**src/rtl/tirq_pkg.sv**
```systemverilog
package tirq_pkg;
   localparam int unsigned MSG_W = 32;

   function automatic int unsigned idx_width(input int unsigned n);
      return (n <= 1) ? 1 : $clog2(n);
   endfunction
endpackage

```
**src/rtl/tirq_chan.sv**
```systemverilog
module tirq_chan (
   input  logic clk,
   input  logic rst_n,
   input  logic fire_i,
   input  logic en_i,
   input  logic level_i,
   input  logic msg_en_i,
   input  logic clr_i,
   output logic sts_o,
   output logic act_o,
   output logic msg_fire_o
);
   logic sts_q;
   logic pulse_q;
   logic live;

   assign live = en_i & ~msg_en_i;

   always_ff @(posedge clk or negedge rst_n) begin
      if (!rst_n) begin
         sts_q   <= 1'b0;
         pulse_q <= 1'b0;
      end else begin
         if (!live)
            sts_q <= 1'b0;
         else if (fire_i)
            sts_q <= level_i;
         else if (clr_i)
            sts_q <= 1'b0;
         pulse_q <= fire_i & live & ~level_i;
      end
   end

   assign sts_o      = sts_q;
   assign act_o      = (sts_q | pulse_q) & live;
   assign msg_fire_o = fire_i & en_i & msg_en_i;
endmodule

```
**src/rtl/tirq_msg_arb.sv**
```systemverilog
module tirq_msg_arb #(
   parameter int unsigned N_CH  = 3,
   parameter int unsigned MW    = 32,
   localparam int unsigned IW   = tirq_pkg::idx_width(N_CH)
) (
   input  logic               clk,
   input  logic               rst_n,
   input  logic [N_CH-1:0]    req_i,
   input  logic [N_CH*MW-1:0] addr_i,
   input  logic [N_CH*MW-1:0] data_i,
   input  logic               ready_i,
   output logic               valid_o,
   output logic [MW-1:0]      addr_o,
   output logic [MW-1:0]      data_o
);
   logic [N_CH-1:0] pend_q;
   logic [N_CH-1:0] grant;
   logic [IW-1:0]   sel;
   logic            found;
   logic            load;
   logic            vld_q;
   logic [MW-1:0]   addr_q;
   logic [MW-1:0]   data_q;

   always_comb begin
      grant = '0;
      sel   = '0;
      found = 1'b0;
      for (int i = 0; i < N_CH; i++) begin
         if (!found && pend_q[i]) begin
            grant[i] = 1'b1;
            sel      = IW'(i);
            found    = 1'b1;
         end
      end
   end

   assign load = found & (~vld_q | ready_i);

   always_ff @(posedge clk or negedge rst_n) begin
      if (!rst_n) begin
         pend_q <= '0;
         vld_q  <= 1'b0;
         addr_q <= '0;
         data_q <= '0;
      end else begin
         pend_q <= (pend_q & ~(load ? grant : '0)) | req_i;
         if (load) begin
            vld_q  <= 1'b1;
            addr_q <= addr_i[sel*MW +: MW];
            data_q <= data_i[sel*MW +: MW];
         end else if (ready_i) begin
            vld_q <= 1'b0;
         end
      end
   end

   assign valid_o = vld_q;
   assign addr_o  = addr_q;
   assign data_o  = data_q;
endmodule

```
**src/rtl/tirq_line_map.sv**
```systemverilog
module tirq_line_map #(
   parameter int unsigned N_CH     = 3,
   parameter int unsigned N_LINES  = 24,
   parameter int unsigned RW       = 5,
   parameter int unsigned INV_BASE = 16,
   parameter int unsigned LINE_A   = 0,
   parameter int unsigned LINE_B   = 8
) (
   input  logic [N_CH-1:0]    act_i,
   input  logic [N_CH*RW-1:0] route_i,
   input  logic               legacy_i,
   input  logic               pit_i,
   input  logic               rtc_i,
   output logic [N_LINES-1:0] irq_o
);
   logic [N_LINES-1:0] hit;

   always_comb begin
      hit = '0;
      for (int c = 0; c < N_CH; c++) begin
         logic [RW:0] dst;
         dst = {1'b0, route_i[c*RW +: RW]};
         if (legacy_i && c == 0) dst = (RW+1)'(LINE_A);
         if (legacy_i && c == 1) dst = (RW+1)'(LINE_B);
         if (act_i[c] && (int'(dst) < N_LINES))
            hit[dst] = 1'b1;
      end
      if (!legacy_i) begin
         hit[LINE_A] = hit[LINE_A] | pit_i;
         hit[LINE_B] = hit[LINE_B] | rtc_i;
      end
   end

   for (genvar l = 0; l < N_LINES; l++) begin : g_pol
      if (l >= INV_BASE) begin : g_low
         assign irq_o[l] = ~hit[l];
      end else begin : g_high
         assign irq_o[l] = hit[l];
      end
   end
endmodule

```
**src/rtl/tirq_router.sv**
```systemverilog
module tirq_router #(
   parameter int unsigned N_CH     = 3,
   parameter int unsigned N_LINES  = 24,
   parameter int unsigned INV_BASE = 16,
   parameter int unsigned LINE_A   = 0,
   parameter int unsigned LINE_B   = 8,
   localparam int unsigned RW      = tirq_pkg::idx_width(N_LINES),
   localparam int unsigned MW      = tirq_pkg::MSG_W
) (
   input  logic               clk,
   input  logic               rst_n,
   input  logic [N_CH-1:0]    fire_i,
   input  logic [N_CH-1:0]    ch_en_i,
   input  logic [N_CH-1:0]    ch_level_i,
   input  logic [N_CH-1:0]    ch_msg_en_i,
   input  logic [N_CH*RW-1:0] ch_route_i,
   input  logic [N_CH*MW-1:0] ch_msg_addr_i,
   input  logic [N_CH*MW-1:0] ch_msg_data_i,
   input  logic               glb_en_i,
   input  logic               legacy_i,
   input  logic               sts_wr_i,
   input  logic [N_CH-1:0]    sts_wdata_i,
   output logic [N_CH-1:0]    sts_o,
   output logic [N_LINES-1:0] irq_o,
   output logic               msg_valid_o,
   input  logic               msg_ready_i,
   output logic [MW-1:0]      msg_addr_o,
   output logic [MW-1:0]      msg_data_o,
   input  logic               ext_pit_i,
   input  logic               ext_rtc_i,
   output logic               pit_enable_o
);
   if (N_CH < 2 || LINE_A >= N_LINES || LINE_B >= N_LINES || LINE_A == LINE_B)
   begin : g_bad_cfg
      $error("tirq_router: needs two channels and two distinct legacy lines in range");
   end

   logic [N_CH-1:0] act;
   logic [N_CH-1:0] msg_fire;
   logic            pit_q;
   logic            rtc_q;

   for (genvar c = 0; c < N_CH; c++) begin : g_ch
      tirq_chan u_chan (
         .clk        (clk),
         .rst_n      (rst_n),
         .fire_i     (fire_i[c]),
         .en_i       (glb_en_i & ch_en_i[c]),
         .level_i    (ch_level_i[c]),
         .msg_en_i   (ch_msg_en_i[c]),
         .clr_i      (sts_wr_i & sts_wdata_i[c]),
         .sts_o      (sts_o[c]),
         .act_o      (act[c]),
         .msg_fire_o (msg_fire[c])
      );
   end

   always_ff @(posedge clk or negedge rst_n) begin
      if (!rst_n) begin
         pit_q <= 1'b0;
         rtc_q <= 1'b0;
      end else begin
         pit_q <= ext_pit_i;
         rtc_q <= ext_rtc_i;
      end
   end

   tirq_line_map #(
      .N_CH(N_CH), .N_LINES(N_LINES), .RW(RW),
      .INV_BASE(INV_BASE), .LINE_A(LINE_A), .LINE_B(LINE_B)
   ) u_map (
      .act_i    (act),
      .route_i  (ch_route_i),
      .legacy_i (legacy_i),
      .pit_i    (pit_q),
      .rtc_i    (rtc_q),
      .irq_o    (irq_o)
   );

   tirq_msg_arb #(.N_CH(N_CH), .MW(MW)) u_arb (
      .clk     (clk),
      .rst_n   (rst_n),
      .req_i   (msg_fire),
      .addr_i  (ch_msg_addr_i),
      .data_i  (ch_msg_data_i),
      .ready_i (msg_ready_i),
      .valid_o (msg_valid_o),
      .addr_o  (msg_addr_o),
      .data_o  (msg_data_o)
   );

   assign pit_enable_o = ~legacy_i;
endmodule

```
**config.mk**
```make
export PLATFORM = sky130hd
export DESIGN_NAME = tirq_router
export DESIGN_NICKNAME = d
export VERILOG_FILES = /design/src/rtl/tirq_pkg.sv /design/src/rtl/tirq_chan.sv /design/src/rtl/tirq_msg_arb.sv /design/src/rtl/tirq_line_map.sv /design/src/rtl/tirq_router.sv
export SDC_FILE = /design/constraint.sdc
export NUM_CORES = 1
export LEC_CHECK = 0
export BUFFER_PORTS_ARGS = -buffer_cell sky130_fd_sc_hd__buf_4
export CORE_AREA = 2 2 126 128
export DETAILED_ROUTE_END_ITERATION = 12
export DIE_AREA = 0 0 128 130
export SYNTH_ARGS = -nofsm -noshare
export SYNTH_HDL_FRONTEND = slang
export SYNTH_SLANG_ARGS = --single-unit
```
**constraint.sdc**
```tcl
create_clock -name clk -period 2.85 [get_ports clk]
set_clock_uncertainty 0.05 [all_clocks]
set_input_delay 0.57 -clock clk [delete_from_list [all_inputs] [get_ports clk]]
set_output_delay 0.57 -clock clk [all_outputs]
set_load 0.005 [all_outputs]
```
After elaboration in Yosys (flattened, before gate mapping)
Index checks and enable logic that the tools add are counted.
{"block": "word_totals", "input_bits": 230, "wordCells": 121, "out_inout_bits": 93, "register_bits": 76}
{"block": "op_classes", "reduce_logical": 11, "order_cmp": 9, "n_shift": 2, "bitwise": 52, "muxes": 32, "eq_ne": 3}
{"cell": "$shiftx A96 B8 Y32", "n": 2}
{"cell": "$mux W24", "n": 3}
{"cell": "$or A24 B24 Y24", "n": 2}
{"cell": "$and A1 B1 Y1", "n": 25}
{"cell": "$mux W1", "n": 22}
{"cell": "$not A1 Y1", "n": 16}
{"cell": "$demux W1 S5", "n": 3}
{"cell": "$ge A6 B1 Y1 const B", "n": 2}
{"cell": "$lt A6 B5 Y1 const B", "n": 2}
{"cell": "$lt A6 B6 Y1 const B", "n": 2}
{"cell": "$mux W5", "n": 2}
{"cell": "$ne A3 B2 Y1 const B", "n": 3}
{"cell": "$logic_and A1 B1 Y1", "n": 8}
{"cell": "$lt A5 B6 Y1 const B", "n": 1}
{"cell": "$or A1 B1 Y1", "n": 6}
{"cell": "$ge A5 B1 Y1 const B", "n": 1}
{"cell": "$lt A5 B5 Y1 const B", "n": 1}
{"cell": "$and A3 B3 Y3", "n": 1}
{"cell": "$mux W3", "n": 1}
{"cell": "$not A3 Y3", "n": 1}
{"cell": "$or A3 B3 Y3", "n": 1}
{"cell": "$logic_not A1 Y1", "n": 2}
{"cell": "$mux W2", "n": 1}
{"cell": "$reduce_bool A2 Y1", "n": 1}

Depth between registers and ports, before layout
{"block": "logic_depth", "ltp_word": 12, "ltp_mapped": 6, "mapped_depth_nobuf": 4}

Hierarchy
Synthesis repeated with hierarchy kept, for this count alone.
{"block": "unflattened", "hier_cells": 688, "hier_area_um2": 5773.0}
{"mod": "tirq_msg_arb", "cells_per_inst": 520, "area_per_inst_um2": 4546.9, "seq_area_each_um2": 1701.6, "instances": 1}
{"mod": "tirq_line_map", "cells_per_inst": 129, "area_per_inst_um2": 834.6, "seq_area_each_um2": 0.0, "instances": 1}
{"mod": "tirq_chan", "cells_per_inst": 10, "area_per_inst_um2": 100.1, "seq_area_each_um2": 50.0, "instances": 3}
{"mod": "tirq_router", "cells_per_inst": 9, "area_per_inst_um2": 91.3, "seq_area_each_um2": 50.0, "instances": 1}

Worst setup path before layout
No wires, ideal clock.
{"block": "synth_timing", "path_kind": "input-to-output", "startpoint": "input ch_msg_en_i[0]", "endpoint": "output irq_o[14]", "stages": 5, "slack_ns": 0.608, "required_time_ns": 2.230, "n_path_buf": 1, "arrival_time_ns": 1.622, "path_cell_list": "nand3b_2 a2111oi_4 buf_4 nand2_2 o211ai_1"}
{"block": "synth_via", "elab_chain_cells": 9}
{"item": "from (decl)", "line_no": "tirq_router.sv:15", "source": "input logic [N_CH-1:0] ch_msg_en_i,"}
{"item": "$not A1 Y1 (*)", "line_no": "tirq_chan.sv:17", "source": "assign live = en_i & ~msg_en_i;"}
{"item": "$and A1 B1 Y1 (*)", "line_no": "tirq_chan.sv:17"}
{"item": "$and A1 B1 Y1 (*)", "line_no": "tirq_chan.sv:35", "source": "assign act_o = (sts_q | pulse_q) & live;"}
{"item": "$logic_and A1 B1 Y1 (*)", "line_no": "tirq_line_map.sv:25", "source": "if (act_i[c] && (int'(dst) < N_LINES))"}
{"item": "$mux W24 (*)", "line_no": "tirq_line_map.sv:25"}
{"item": "$or A24 B24 Y24 (no line)"}
{"item": "$mux W24 (*)", "line_no": "tirq_line_map.sv:25"}
{"item": "$or A24 B24 Y24 (no line)"}
{"item": "$mux W24 (*)", "line_no": "tirq_line_map.sv:25"}
{"item": "to (decl)", "line_no": "tirq_router.sv:24", "source": "output logic [N_LINES-1:0] irq_o,"}
Every way passes the cells marked *; elsewhere a longest branch is shown, timed or not.

Final worst setup path
{"block": "layout_timing", "startpoint": "input ch_msg_en_i[2]", "endpoint": "output irq_o[12]"}
{"block": "layout_via", "elab_chain_cells": 5}
{"item": "$not A1 Y1", "line_no": "tirq_chan.sv:17"}
{"item": "$and A1 B1 Y1", "line_no": "tirq_chan.sv:17"}
{"item": "$and A1 B1 Y1", "line_no": "tirq_chan.sv:35"}
{"item": "$logic_and A1 B1 Y1", "line_no": "tirq_line_map.sv:25"}
{"item": "$mux W24", "line_no": "tirq_line_map.sv:25"}
No other way between the ends.

==> results.md <==
- Outcome: completed
- Asr flop ratio synth: 100%
- Initial DRC Count: 338
- Die area: 16600 sq um
- #FFs+latches synth: 76
- Syn Nets: 762
- Comb pwr share: 35.2%
- Share of cells above drive strength 1: 43.7%
- CTS tree: built
- Via count: 5477
- Worst path arrival time: 2100 ps
- CP Capture Type: output pin
- H-tree depth: 3
- Worst-Margin Slew: 648 ps
- Grt ovf: 0
- CTS Buf Count: 9
- Syn. warnings: 0
- Area delta synth->final: 59.6%
- Post-route ant nets: 0
- Register area share after synthesis: 38.2%
- GPL Wtd Cong: 0.905
- Clk buf depth: 2
- CP required: 2230 ps
- Number of antenna repair diodes: 0
- Input/output buffers: 322
- Min Clock Period, post-route: 2720 ps
- Critical path fanouts, max: 6
- Slew HR: 56.4%
- Switching power: 0.00120 W
- Core area: 15400 sq um
- RR Startpoint: u_arb.pend_q[0]
- Nets: 1076
- Height of the die: 130 um
- Post-synth top area cell: dfrtp_1
- Part of the cycle the worst path needs: 95.4%
- Clock transition at path regs: 50 ps
- Leakage: 3.98 nW
- Min-Delay Path Class: primary input to asynchronous set/reset pin
- Fin. Hold Viols: 0
- Initial antenna violation count: 0
- Routed vias/inst: 5.26
- Root buf cell: clkbuf_16
- Dpl hpwl: 15800 um
- Die width: 128 um
- EDFF count, synth: 0
- PD cells: 538 nW/um^2
- Avg WL per Cell: 18.8 um
- Sequential power share: 37.0%
- Dpl cells: 1027
- Synth Area per Inst: 9.37 sq um
- Initial DRT Pass Iterations: 6
- I/O pin count: 323
- Synth top area cells: dfrtp_1, mux2i_1, a211oi_1, a21o_1, nor2_1
- Clock Latency Late Sink: 330 ps
- Fin util: 51.5%
- Internal Power: 0.00308 W
- Hold Buf Count CTS: 0
- Row cnt: 46
- First-pass GRT wire length: 28100 um
- Fillers: 1473
- Cell area after synthesis: 4980 sq um
- Startpoint Class: primary input
- Max_cap viols: 0
- Sink Count: 76
- Post-CTS Setup Bufs: 0
- CP Class: primary input to output pin
- Starting density of the core: 32.3%
- Fmax: 368 MHz
- Routed WL: 19500 um
- Final TNS setup: 0 ps
- Vias in the first global route: 5312
- Number of remaining DRC errors: 0
- Worst vdd ir: 467 uV
- Crit path launch: ch_msg_en_i[2]
- Slew Limit Fails: 0
- Cell variety after synth: 49
- RSZ-0062 raised after global routing: false
- Switching share of power: 28.1%
- # setup viols final: 0
- Resized Gates After CTS: 0
- Synth Flop Type: dfrtp_1
- Final Non-Filler Cells: 1041
- Area share of the largest cell type after synthesis: 38.2%
- Gr usage total: 22.0%
- Largest net degree at the start of global routing: 67
- Clock Power Share: 27.8%
- Cells after synthesis: 532
synth_stat cells, types with 6 or more instances:
cell	n
dfrtp_1	76
nor3b_1	6
clkbuf_1	15
nor2_1	74
a21o_1	64
nand2_1	23
o21ai_0	6
o211ai_1	8
buf_4	11
a211oi_1	65
and2_1	7
mux2i_1	64
nand3_1	15
buf_2	12
nor3_1	9
nand3b_1	8
nor2b_1	7
cells by family after synthesis:
logic type / share of synthesized area (%)
AO/OA/AOI/OAI: 26.2
buffers and inverters: 4.44
flip-flops: 38.2
multiplexers: 12.9
AND/OR/NAND/NOR: 18.3
through the flow:
stage	hold WS, ps	power, W	area, sq um	worst slack, ps
3_5_place_dp	417	0.00313	7640	156
3_3_place_gp	413	0.00311	7640	187
5_1_grt	244	0.00453	7950	7.98
2_1_floorplan	224	0.00211	4980	608
6_report	198	0.00428	7950	132
4_1_cts	220	0.00434	7950	150
routing by layer:
layer / share of wire (%) / up-vias / GRT usage [%]
met5: 0 / - / 0
met4: 3.4 / 0 / 8.21
li1: - / 2621 / -
met1: 39 / 2583 / 25.5
met2: 50 / 231 / 39.0
met3: 7.6 / 42 / 6.03
layout make-up:
cell class	instances	area (sq um)	area share (%)
timing repair buffer	344	2620	33.0
tap	192	240	3.02
clock inverter	2	60.1	0.755
sequential	76	1900	23.9
multi-input combinational	412	2870	36.1
inverter	3	11.3	0.142
clock buffer	12	246	3.10
final timing paths:
path,to,slack [ps],cells after the start
worst min register to register,u_arb.addr_o[6],420,1
worst min-delay path,u_arb.addr_o[25],200,1
min in group clk,rtc_q,290,1
max in group asynchronous,u_arb.data_o[23],1880,2
worst max register to register,u_arb.addr_o[8],700,5
worst max-delay path,irq_o[12],130,6
power by group through the flow:
stage / clock network [W] / registers (W) / logic [W]
2_1_floorplan: 0 / 0.00162 / 0.000495
3_3_place_gp: 0 / 0.00159 / 0.00152
3_5_place_dp: 0 / 0.00160 / 0.00153
4_1_cts: 0.00123 / 0.00158 / 0.00153
5_1_grt: 0.00129 / 0.00162 / 0.00161
6_report: 0.00119 / 0.00158 / 0.00150
worst max-delay path, cell delays in order:
cell and delay, ps:
buf_4 110, nand3b_1 320, nor4_2 640, nor2b_1 200, a221o_1 140, buf_4 120
registers in the layout, summed over array words and instances (netlist names):
name	cells
u_arb.data_o	32
g_ch.u_chan.pulse_q	3
g_ch.u_chan.sts_o	3
pit_q	1
rtc_q	1
u_arb.pend_q	3
u_arb.addr_o	32
u_arb.valid_o	1
cells in the final DEF, fill, tap and decap left out, types with 3 or more instances in the layout:
master,synthesis,layout
buf_4,11,341
dfrtp_1,76,76
nor2_1,74,74
a211oi_1,65,65
mux2i_1,64,64
a21o_1,64,64
nand2_1,23,23
nand3_1,15,15
nor3_1,9,9
clkbuf_16,0,9
nand3b_1,8,8
o211ai_1,8,8
and2_1,7,7
o21ai_0,6,6
nor2b_1,7,6
nor3b_1,6,6
nand2b_1,4,4
a21oi_1,4,4
nand4_1,4,4
a222oi_1,4,4
and3_1,4,4
a221oi_1,4,4
inv_1,3,3
a32oi_1,3,3
buf_12,0,3
(Power assumes the default switching activity.)
